### src/rtl/crc_pkg.sv
package crc_pkg;
  localparam int unsigned REG_W  = 32;
  localparam int unsigned ADDR_W = 3;
  localparam int unsigned N_REGS = 1 << ADDR_W;

  typedef enum logic [ADDR_W-1:0] {
    A_MODE  = 3'd0,
    A_CTL0  = 3'd1,
    A_CTL1  = 3'd2,
    A_STRAP = 3'd3,
    A_ID    = 3'd4,
    A_ENA   = 3'd5,
    A_FRC   = 3'd6,
    A_STAT  = 3'd7
  } reg_addr_e;

  localparam logic [REG_W-1:0] MODE_MASK = 32'hFFF7_7C3F;
  localparam logic [REG_W-1:0] CTL0_MASK = 32'h0FFF_FFFE;
  localparam logic [REG_W-1:0] CTL1_MASK = 32'h0080_0000;
  localparam logic [REG_W-1:0] GATE_MASK = 32'hBFFC_0000;
  localparam logic [REG_W-1:0] STAT_MASK = 32'hFFFF_0000;
  localparam logic [REG_W-1:0] CTL0_RST  = 32'h0000_003C;
  localparam logic [REG_W-1:0] CTL1_RST  = 32'h2B0D_8800;

  // Reset image of the mode register, rebuilt from the strap word.
  function automatic logic [REG_W-1:0] strap_to_mode(input logic [REG_W-1:0] s);
    logic [REG_W-1:0] m;
    m = 32'h8000_0000;
    case (s[31:30])
      2'b00:   m[31] = 1'b0;
      2'b01:   m[18:16] = 3'd5;
      2'b10:   m[18:16] = 3'd4;
      default: m[18:16] = 3'd2;
    endcase
    m[23:20] = {2'b00, s[29:28]} + 4'd1;
    case (s[27:25])
      3'd2:    m = m | 32'h13;
      3'd4:    m = m | 32'h15;
      3'd5:    m = m | 32'h16;
      default: m = m;
    endcase
    m[27:26] = s[24:23];
    m[11:10] = s[22:21];
    m[25:24] = s[18:17];
    return m;
  endfunction

  function automatic logic [2:0] d0_ratio(input logic [1:0] f);
    return {1'b0, f} + 3'd1;
  endfunction

  // Feedback field: zero stands for sixteen.
  function automatic logic [4:0] fb_ratio(input logic [3:0] f);
    return (f == 4'd0) ? 5'd16 : {1'b0, f};
  endfunction

  function automatic logic [3:0] fwd_ratio(input logic [2:0] f);
    return 4'd8 - {1'b0, f};
  endfunction
endpackage

### src/rtl/crc_regs.sv
module crc_regs
  import crc_pkg::*;
(
  input  logic             clk,
  input  logic             rst_n,
  input  logic [REG_W-1:0] strap_i,
  input  logic             wr_en,
  input  logic [ADDR_W-1:0] addr,
  input  logic [REG_W-1:0] wdata,
  input  logic             vco_bad_i,
  output logic [REG_W-1:0] mode_q,
  output logic [REG_W-1:0] ctl0_q,
  output logic [REG_W-1:0] ctl1_q,
  output logic [REG_W-1:0] strap_q,
  output logic [REG_W-1:0] ena_q,
  output logic [REG_W-1:0] frc_q
);
  logic [N_REGS-1:0] wr_sel;
  assign wr_sel = wr_en ? (N_REGS'(1) << addr) : '0;

  logic wr_mode, wr_ctl0, wr_ctl1, wr_ena, wr_frc;
  assign wr_mode = wr_sel[A_MODE];
  assign wr_ctl0 = wr_sel[A_CTL0];
  assign wr_ctl1 = wr_sel[A_CTL1];
  assign wr_ena  = wr_sel[A_ENA];
  assign wr_frc  = wr_sel[A_FRC];

  // Named event: the lock check asks for the enable bit to drop.
  logic auto_clear;
  assign auto_clear = vco_bad_i && !wr_mode;

  always_ff @(posedge clk) begin
    if (!rst_n) begin
      strap_q <= strap_i;
      mode_q  <= strap_to_mode(strap_i);
      ctl0_q  <= CTL0_RST;
      ctl1_q  <= CTL1_RST;
      ena_q   <= '0;
      frc_q   <= '0;
    end else begin
      if (wr_mode)         mode_q     <= wdata & MODE_MASK;
      else if (auto_clear) mode_q[31] <= 1'b0;
      if (wr_ctl0) ctl0_q <= wdata & CTL0_MASK;
      if (wr_ctl1) ctl1_q <= wdata & CTL1_MASK;
      if (wr_ena)  ena_q  <= wdata & GATE_MASK;
      if (wr_frc)  frc_q  <= wdata & GATE_MASK;
    end
  end

  // an out-of-range oscillator drops the enable bit one edge later
  a_r8_autoclear: assert property (@(posedge clk) disable iff (!rst_n)
    auto_clear |=> !mode_q[31]);

  // the timer control keeps only its writable bit
  a_r4_ctl1_mask: assert property (@(posedge clk) disable iff (!rst_n)
    wr_ctl1 |=> ((ctl1_q & ~CTL1_MASK) == '0));
endmodule

### src/rtl/crc_ratio.sv
module crc_ratio
  import crc_pkg::*;
#(
  parameter longint unsigned IN_FREQ_HZ = 25_000_000,
  parameter longint unsigned VCO_MIN_HZ = 400_000_000,
  parameter longint unsigned VCO_MAX_HZ = 800_000_000
) (
  input  logic [REG_W-1:0] mode_i,
  input  logic [REG_W-1:0] ctl0_i,
  input  logic [REG_W-1:0] ctl1_i,
  output logic [6:0]       cpu_mult_o,
  output logic [2:0]       bus_div_o,
  output logic [2:0]       opb_div_o,
  output logic [2:0]       ext_div_o,
  output logic [5:0]       uart_div_o,
  output logic             tmr_ref_o,
  output logic             pll_lock_o,
  output logic             vco_bad_o
);
  logic [2:0]  d0;
  logic [4:0]  fb;
  logic [3:0]  fw;
  logic [9:0]  total_m;
  logic [63:0] vco_hz;
  logic        in_range;

  assign d0 = d0_ratio(mode_i[27:26]);
  assign fb = fb_ratio(mode_i[23:20]);
  assign fw = fwd_ratio(mode_i[18:16]);

  assign total_m  = {7'b0, d0} * {5'b0, fb} * {6'b0, fw};
  assign vco_hz   = IN_FREQ_HZ * {54'b0, total_m};
  assign in_range = (vco_hz >= VCO_MIN_HZ) && (vco_hz <= VCO_MAX_HZ);

  assign pll_lock_o = mode_i[31] && in_range;
  assign vco_bad_o  = mode_i[31] && !in_range;

  assign cpu_mult_o = pll_lock_o ? ({4'b0, d0} * {2'b0, fb}) : {4'b0, d0};
  assign bus_div_o  = d0;
  assign opb_div_o  = {1'b0, mode_i[11:10]} + 3'd1;
  assign ext_div_o  = {1'b0, mode_i[25:24]} + 3'd2;
  assign uart_div_o = {1'b0, ctl0_i[5:1]} + 6'd1;
  assign tmr_ref_o  = ctl1_i[23];

  logic unused_bits;
  assign unused_bits = ^{mode_i[30:28], mode_i[19], mode_i[15:12], mode_i[9:0],
                         ctl0_i[31:6], ctl0_i[0], ctl1_i[31:24], ctl1_i[22:0]};
endmodule

### src/rtl/crc_rdmux.sv
module crc_rdmux
  import crc_pkg::*;
#(
  parameter logic [31:0] ID_VALUE = 32'h5C1D_0A17
) (
  input  logic [ADDR_W-1:0] addr,
  input  logic [REG_W-1:0]  mode_i,
  input  logic [REG_W-1:0]  ctl0_i,
  input  logic [REG_W-1:0]  ctl1_i,
  input  logic [REG_W-1:0]  strap_i,
  input  logic [REG_W-1:0]  ena_i,
  input  logic [REG_W-1:0]  frc_i,
  output logic [REG_W-1:0]  rdata
);
  logic [REG_W-1:0] status_w;
  assign status_w = ~(ena_i | frc_i) & STAT_MASK;

  always_comb begin
    case (reg_addr_e'(addr))
      A_MODE:  rdata = mode_i;
      A_CTL0:  rdata = ctl0_i;
      A_CTL1:  rdata = ctl1_i;
      A_STRAP: rdata = strap_i;
      A_ID:    rdata = ID_VALUE;
      A_ENA:   rdata = ena_i;
      A_FRC:   rdata = frc_i;
      default: rdata = status_w;
    endcase
  end
endmodule

### src/rtl/clk_ratio_ctrl.sv
module clk_ratio_ctrl
  import crc_pkg::*;
#(
  parameter longint unsigned IN_FREQ_HZ = 25_000_000,
  parameter longint unsigned VCO_MIN_HZ = 400_000_000,
  parameter longint unsigned VCO_MAX_HZ = 800_000_000,
  parameter logic [31:0]     ID_VALUE   = 32'h5C1D_0A17
) (
  input  logic        clk,
  input  logic        rst_n,
  input  logic [31:0] strap_i,
  input  logic        wr_en,
  input  logic [2:0]  addr,
  input  logic [31:0] wdata,
  output logic [31:0] rdata,
  output logic [6:0]  cpu_mult_o,
  output logic [2:0]  bus_div_o,
  output logic [2:0]  opb_div_o,
  output logic [2:0]  ext_div_o,
  output logic [5:0]  uart_div_o,
  output logic        tmr_ref_o,
  output logic        pll_lock_o
);
  logic [REG_W-1:0] mode_q, ctl0_q, ctl1_q, strap_q, ena_q, frc_q;
  logic             vco_bad;

  crc_regs i_regs (
    .clk(clk), .rst_n(rst_n), .strap_i(strap_i), .wr_en(wr_en), .addr(addr),
    .wdata(wdata), .vco_bad_i(vco_bad), .mode_q(mode_q), .ctl0_q(ctl0_q),
    .ctl1_q(ctl1_q), .strap_q(strap_q), .ena_q(ena_q), .frc_q(frc_q)
  );

  crc_ratio #(
    .IN_FREQ_HZ(IN_FREQ_HZ), .VCO_MIN_HZ(VCO_MIN_HZ), .VCO_MAX_HZ(VCO_MAX_HZ)
  ) i_ratio (
    .mode_i(mode_q), .ctl0_i(ctl0_q), .ctl1_i(ctl1_q),
    .cpu_mult_o(cpu_mult_o), .bus_div_o(bus_div_o), .opb_div_o(opb_div_o),
    .ext_div_o(ext_div_o), .uart_div_o(uart_div_o), .tmr_ref_o(tmr_ref_o),
    .pll_lock_o(pll_lock_o), .vco_bad_o(vco_bad)
  );

  crc_rdmux #(.ID_VALUE(ID_VALUE)) i_rdmux (
    .addr(addr), .mode_i(mode_q), .ctl0_i(ctl0_q), .ctl1_i(ctl1_q),
    .strap_i(strap_q), .ena_i(ena_q), .frc_i(frc_q), .rdata(rdata)
  );

  // in bypass the CPU multiplier equals the bus divider
  a_r7_bypass_mult: assert property (@(posedge clk) disable iff (!rst_n)
    !pll_lock_o |-> (cpu_mult_o == {4'b0, bus_div_o}));

  // the CPU multiplier is always a whole multiple of the bus divider
  a_r7_mult_multiple: assert property (@(posedge clk) disable iff (!rst_n)
    (cpu_mult_o % {4'b0, bus_div_o}) == 7'd0);

  // the external divider never drops below two
  a_r9_ext_floor: assert property (@(posedge clk) disable iff (!rst_n)
    ext_div_o >= 3'd2);

  // a divider-control write shows on the UART ratio one edge later
  a_r11_uart_follow: assert property (@(posedge clk) disable iff (!rst_n)
    (wr_en && addr == A_CTL0) |=> (uart_div_o == ({1'b0, $past(wdata[5:1])} + 6'd1)));
endmodule

### config.mk
export PLATFORM = sky130hd
export DESIGN_NAME = clk_ratio_ctrl
export DESIGN_NICKNAME = d
export VERILOG_FILES = /design/src/rtl/crc_pkg.sv /design/src/rtl/crc_regs.sv /design/src/rtl/crc_ratio.sv /design/src/rtl/crc_rdmux.sv /design/src/rtl/clk_ratio_ctrl.sv
export SDC_FILE = /design/constraint.sdc
export NUM_CORES = 1
export LEC_CHECK = 0
export BUFFER_PORTS_ARGS = -buffer_cell sky130_fd_sc_hd__buf_2
export CAP_MARGIN = 20
export CORE_ASPECT_RATIO = 0.7
export CORE_UTILIZATION = 55
export CTS_BUF_LIST = sky130_fd_sc_hd__clkbuf_16
export CTS_CLUSTER_SIZE = 12
export DETAILED_ROUTE_END_ITERATION = 6
export GPL_ROUTABILITY_DRIVEN = 1
export PLACE_DENSITY = 0.85
export SLEW_MARGIN = 20
export SYNTH_ARGS = -nofsm -noshare
export SYNTH_HDL_FRONTEND = slang
export SYNTH_SLANG_ARGS = --single-unit
### constraint.sdc
create_clock -name clk -period 26.7 [get_ports clk]
set_input_delay 5.34 -clock clk [delete_from_list [all_inputs] [get_ports clk]]
set_output_delay 5.34 -clock clk [all_outputs]
set_load 0.005 [all_outputs]
; Word-level counts from Yosys, hierarchy flattened
; Cells that the tools add are included.
; Widths: inputs -> output; s select.
[word_totals]
input_bits = 70
register_bits = 127
elab_cells = 55
out_inout_bits = 56
[op_classes]
magnitude_cmp = 2
multipliers = 4
bitwise_logic = 2
n_mux = 11
add_sub_neg = 6
shifts = 1
n_reduce_logical = 9
eq_ne = 13
[op_table]
columns = op, count
row1 = $pmux 32 s7, 1
row2 = $ge 35x29->1 const B, 1
row3 = $le 35x30->1 const B, 1
row4 = $mux 32, 1
row5 = $not 32->32, 1
row6 = $or 32x32->32, 1
row7 = $mux 31, 1
row8 = $mul 19x10->29 const A, 1
row9 = $eq 3x3->1 const B, 5
row10 = $pmux 5 s3, 1
row11 = $mux 7, 2
row12 = $mul 8x4->10, 1
row13 = $add 2x1->3 const B, 3
row14 = $eq 3x2->1 const B, 3
row15 = $pmux 3 s3, 1
row16 = $mul 3x5->8, 1
row17 = $mul 3x5->7, 1
row18 = $shl 1x3->7 const A, 1
row19 = $add 5x1->6 const B, 1
row20 = $mux 5, 1
row21 = $logic_and 1x1->1, 4
row22 = $logic_not 4->1, 1
row23 = $sub 4x3->4 const A, 1
row24 = $add 2x2->3 const B, 1
row25 = other kinds (9), 12

; Depth between registers and ports, before layout
[depth]
depth_word = 13
mapped_depth = 41
depth_no_buf = 40

; By module
; A second synthesis with hierarchy kept.
[hier_totals]
hier_cells = 1221
area_unflattened_um2 = 11624.9
[by_module_without_submodules]
columns = mod, n_inst, cells_per_inst, area_per_inst_um2
row1 = crc_ratio, 1, 565, 4933.5
row2 = crc_regs, 1, 410, 4804.6
row3 = crc_rdmux, 1, 246, 1886.8

; Worst setup path before layout
; Ideal clock, no wire load.
[synth_timing]
kind = register -> output
from = reg i_regs.mode_q[26]
to = out cpu_mult_o[1]
t_arrival_ps = 10595
path_buffers = 0
setup_slack_ps = 10765
required_time_ps = 21360
path_stages_with_launch = 39
path_cell_list = edfxtp_1 -> ha_1 -> and2_1 -> fa_1 -> ha_1 -> fa_1 -> xnor2_1 -> nor2_1 -> fa_1 -> inv_1 -> fa_1 -> inv_1 -> ha_1 -> and3_1 -> a2111o_1 -> a21o_1 -> a21oi_2 -> xnor3_2 -> (+3 left out) -> inv_1 -> fa_1 -> fa_1 -> inv_1 -> fa_1 -> inv_1 -> fa_1 -> inv_1 -> ha_1 -> a21oi_1 -> and2b_1 -> o311ai_2 -> and2_1 -> or4_4 -> a2111oi_4 -> o221ai_4 -> inv_2 -> mux2_4
[synth_via]
elab_chain_cells = 8
[synth_lines]
columns = element, line_no
row1 = start: declaration, crc_regs.sv:11  ; output logic [REG_W-1:0] mode_q,
row2 = start signal: assignment, crc_regs.sv:35  ; mode_q <= strap_to_mode(strap_i);
row3 = start signal: assignment, crc_regs.sv:41  ; if (wr_mode) mode_q <= wdata & MODE_MASK;
row4 = $add 2x1->3 (*), crc_pkg.sv:49  ; return {1'b0, f} + 3'd1;
row5 = via bus_div_o[1], clk_ratio_ctrl.sv:17  ; output logic [2:0] bus_div_o,
row6 = $mul 3x5->8 (*), crc_ratio.sv:31  ; assign total_m = {7'b0, d0} * {5'b0, fb} * {6'b0, fw};
row7 = $mul 8x4->10 (*), crc_ratio.sv:31
row8 = $mul 19x10->29 (*), crc_ratio.sv:32  ; assign vco_hz = IN_FREQ_HZ * {54'b0, total_m};
row9 = $ge 35x29->1 / $le 35x30->1 (equally long branches), crc_ratio.sv:33  ; assign in_range = (vco_hz >= VCO_MIN_HZ) && (vco_hz <= VCO_MAX_HZ);
row10 = $logic_and 1x1->1 (*), crc_ratio.sv:33
row11 = $logic_and 1x1->1 (*), crc_ratio.sv:35  ; assign pll_lock_o = mode_i[31] && in_range;
row12 = via pll_lock_o, clk_ratio_ctrl.sv:22  ; output logic pll_lock_o
row13 = $mux 7 (*), crc_ratio.sv:38  ; assign cpu_mult_o = pll_lock_o ? ({4'b0, d0} * {2'b0, fb}) : {4'b0, d0};
row14 = end: declaration, clk_ratio_ctrl.sv:16  ; output logic [6:0] cpu_mult_o,
; Mark *: on every way through the listed nets, which the timed path passes. The rest lies on a longest branch.

; Worst setup path in the final report
[layout_timing]
from = reg i_regs.mode_q[26]
to = out cpu_mult_o[1]
[layout_via]
elab_chain_cells = 8
[layout_lines]
columns = element, line_no
row1 = $add 2x1->3 (*), crc_pkg.sv:49
row2 = $mul 3x5->8, crc_ratio.sv:31
row3 = $mul 8x4->10, crc_ratio.sv:31
row4 = $mul 19x10->29, crc_ratio.sv:32
row5 = $ge 35x29->1 / $le 35x30->1 (equally long branches), crc_ratio.sv:33
row6 = $logic_and 1x1->1, crc_ratio.sv:33
row7 = $logic_and 1x1->1, crc_ratio.sv:35
row8 = $mux 7 (*), crc_ratio.sv:38
; Mark *: on every way between the ends. The rest lies on a longest branch, timed or not.

==> metrics.txt <==
outcome complete, no violations; Ant. Diodes 0; final worst path period share 64.89%; mapped cell area slightly below 10000 um^2; Synth top cells by count 153 x nand2_1, 113 x inv_1, 100 x ha_1, 90 x a21oi_1, 73 x nor2_1; clock transition at the registers of the reported paths about 60 ps; startpoint types flop; Die Area approximately 18000 um^2; final net count approximately 1.4k; share of the synthesized area in the top cell type about 18%; setup_tns 0 ps; Rows 40; RSZ-0062 raised after global routing no; Core ar. 17370 um^2; Max Cap Violations 0; synthesized net count 1305; synthesis-stage register bit count 113; Max Slew Vio Count 0; depth of the most critical reg-to-reg path 38; fraction of registers with async set or reset after synthesis 0%; largest net degree at the start of global routing a little over 80; Min Hold Slack 453.5 ps; Worst setup EP type primary output; Post-Synthesis Cells 1065; Min Clock Period, post-route 17330 ps; YS warnings 0; worst reg2reg startpoint i_regs.mode_q[26]$_DFFE_PP_; DRT antenna net count 0; DP HPWL about 20000 um; Clock Latency Late Sink 410 ps; Remaining DRCs 0; number of port buffers 125; worst setup path startpoint i_regs.mode_q[26]$_DFFE_PP_; Achievable Freq 57.71 MHz; Hold Path End i_regs.ctl0_q[15]$_SDFFE_PN0P_; Iteration-0 DRC Markers 1007; final setup vio count 0; Fillers 1328; critical path's slowest cell or4_4; Crit path top cell by count fa_1; vias in the first global route 8242; postcts setup bufs 0; TritonCTS clock tree yes; Yosys cell types 72; final std cells w/o fill 1418; cts hold-fix bufs 0; Crit Path Max Fanout 8; first-pass GRT wire length 42500 um; initial antenna violation count 0; r2r setup slk about 15000 ps; most common cell in the netlist nand2_1; critical path's largest stage delay ~540 ps; Clock Sinks around 110; die width 162.1 um; Fin. Hold Viols 0; vias between 8k and 9k; DIE HEIGHT 114.0 um; leading area contributor after synthesis edfxtp_1; Worst-Margin Slew 1141 ps; Placed Cells 1386; post-CTS resize count 0; Clock Skews 3.140 ps; top post-synthesis cells by area edfxtp_1 18%, fa_1 14%, ha_1 13%; io pins approximately 130; pre-CTS WS 9843 ps; synthesized area per cell 9.261 um^2; final WL approximately 26000 um; clock tree buffer depth 2; Hold Startpoint i_regs.ctl0_q[15]$_SDFFE_PN0P_; share of layout cells above drive strength 1 18.11%; wire per inst 18.61 um; relative slew slack 23.67%; CTS H-tree depth 4; Main synth FF type edfxtp_1; grt total ovfl 0; Hold Crit Class flop to flop; sequential-to-total area share from yosys stat 28.82%; initial core utilization a little under three fifths; Num CTS Buffers 17; vias per inst 5.955; type of the worst setup path flop to primary output; worst reg2reg path endpoint i_regs.mode_q[31]$_DFFE_PP_; EDFF count, synth 58; Worst Hold Path Cells 2; root buffer cell clkbuf_16; Req. time, crit path 21360 ps; final RePlAce weighted congestion 0.9869; All-Layer GR Usage 29.53%; iteration count of the initial detailed-routing pass 6; PnR worst setup slack 9373 ps; Arrival @ worst endpoint between 10000 and 15000 ps; area growth from synthesis to layout 14.25%
-- flip-flops by register name (all words and copies together) (netlist names) --
| register | flops |
|---|---|
| i_regs.mode_q | 26 |
| i_regs.strap_q | 32 |
| i_regs.ena_q | 13 |
| i_regs.ctl1_q | 2 |
| i_regs.frc_q | 13 |
| i_regs.ctl0_q | 27 |
-- critical path, delay by kind of cell (launching register included) --
family                   cells  cell delay (ps)
XOR/XNOR                     2              740
flip-flops                   1              490
AO/OA/AOI/OAI                7             1730
AND/OR/NAND/NOR              9             2000
multiplexers                 1              290
buffers and inverters        6              570
adder cells (fa/ha/maj)     13             5730
-- cell usage in the layout (no fill, tap or decap), types with 10 or more instances in the layout --
cell         n
nor2b_1     10
a21oi_1     90
a21o_1      10
xor2_1      16
dfxtp_1     55
buf_2      125
clkbuf_16   17
mux2i_1     20
a22oi_1     13
inv_1      114
nand2_1    153
o21ai_0     38
nor2_1      72
ha_1       100
nand3_1     11
edfxtp_1    58
fa_1        70
and2_1      38
mux2_2      22
xnor2_1     16
-- worst max-delay path by stage --
stage	to	slack, ps	cells after the start
after floorplan	cpu_mult_o[1]	10770	38
after global placement	cpu_mult_o[1]	10260	39
after detailed placement	cpu_mult_o[1]	9840	38
after CTS	cpu_mult_o[1]	9400	38
after global routing	cpu_mult_o[1]	8860	39
final	cpu_mult_o[1]	9370	38
-- final cells by class --
type | instances | area, um^2 | share of cell area [%]
multi-input combinational | 795 | 6432 | 57.08
sequential | 113 | 2843 | 25.23
timing repair buffer | 132 | 678.2 | 6.018
inverter | 115 | 431.7 | 3.831
clock buffer | 17 | 425.4 | 3.775
tap | 231 | 289.0 | 2.565
clock inverter | 15 | 168.9 | 1.499
-- metrics by stage --
stage,cell area [um^2],util [%]
detailed placement,10670,61.46
floorplan,9863,-
finish,11270,64.88
global placement,10670,61.46
CTS,11270,64.88
global route,11270,64.88
-- routing by layer --
| metal | up-vias | track usage, % | wire length [um] |
|---|---|---|---|
| li1 | 3860 | - | - |
| met1 | 4053 | 43.15 | 11700 |
| met2 | 477 | 42.49 | 11220 |
| met3 | 54 | 9.091 | 3037 |
| met4 | 0 | 6.918 | 440 |
| met5 | - | 0 | 0 |
-- cell families after synthesis --
group	synth area share [%]
AO/OA/AOI/OAI	14.11
adder cells (fa/ha/maj)	26.89
AND/OR/NAND/NOR	15.21
multiplexers	5.759
flip-flops	28.82
XOR/XNOR	3.082
buffers and inverters	6.127
Power is left out: the tool's default activity adds up to more than one toggle a clock period on the data nets, which glitch-free logic cannot reach.
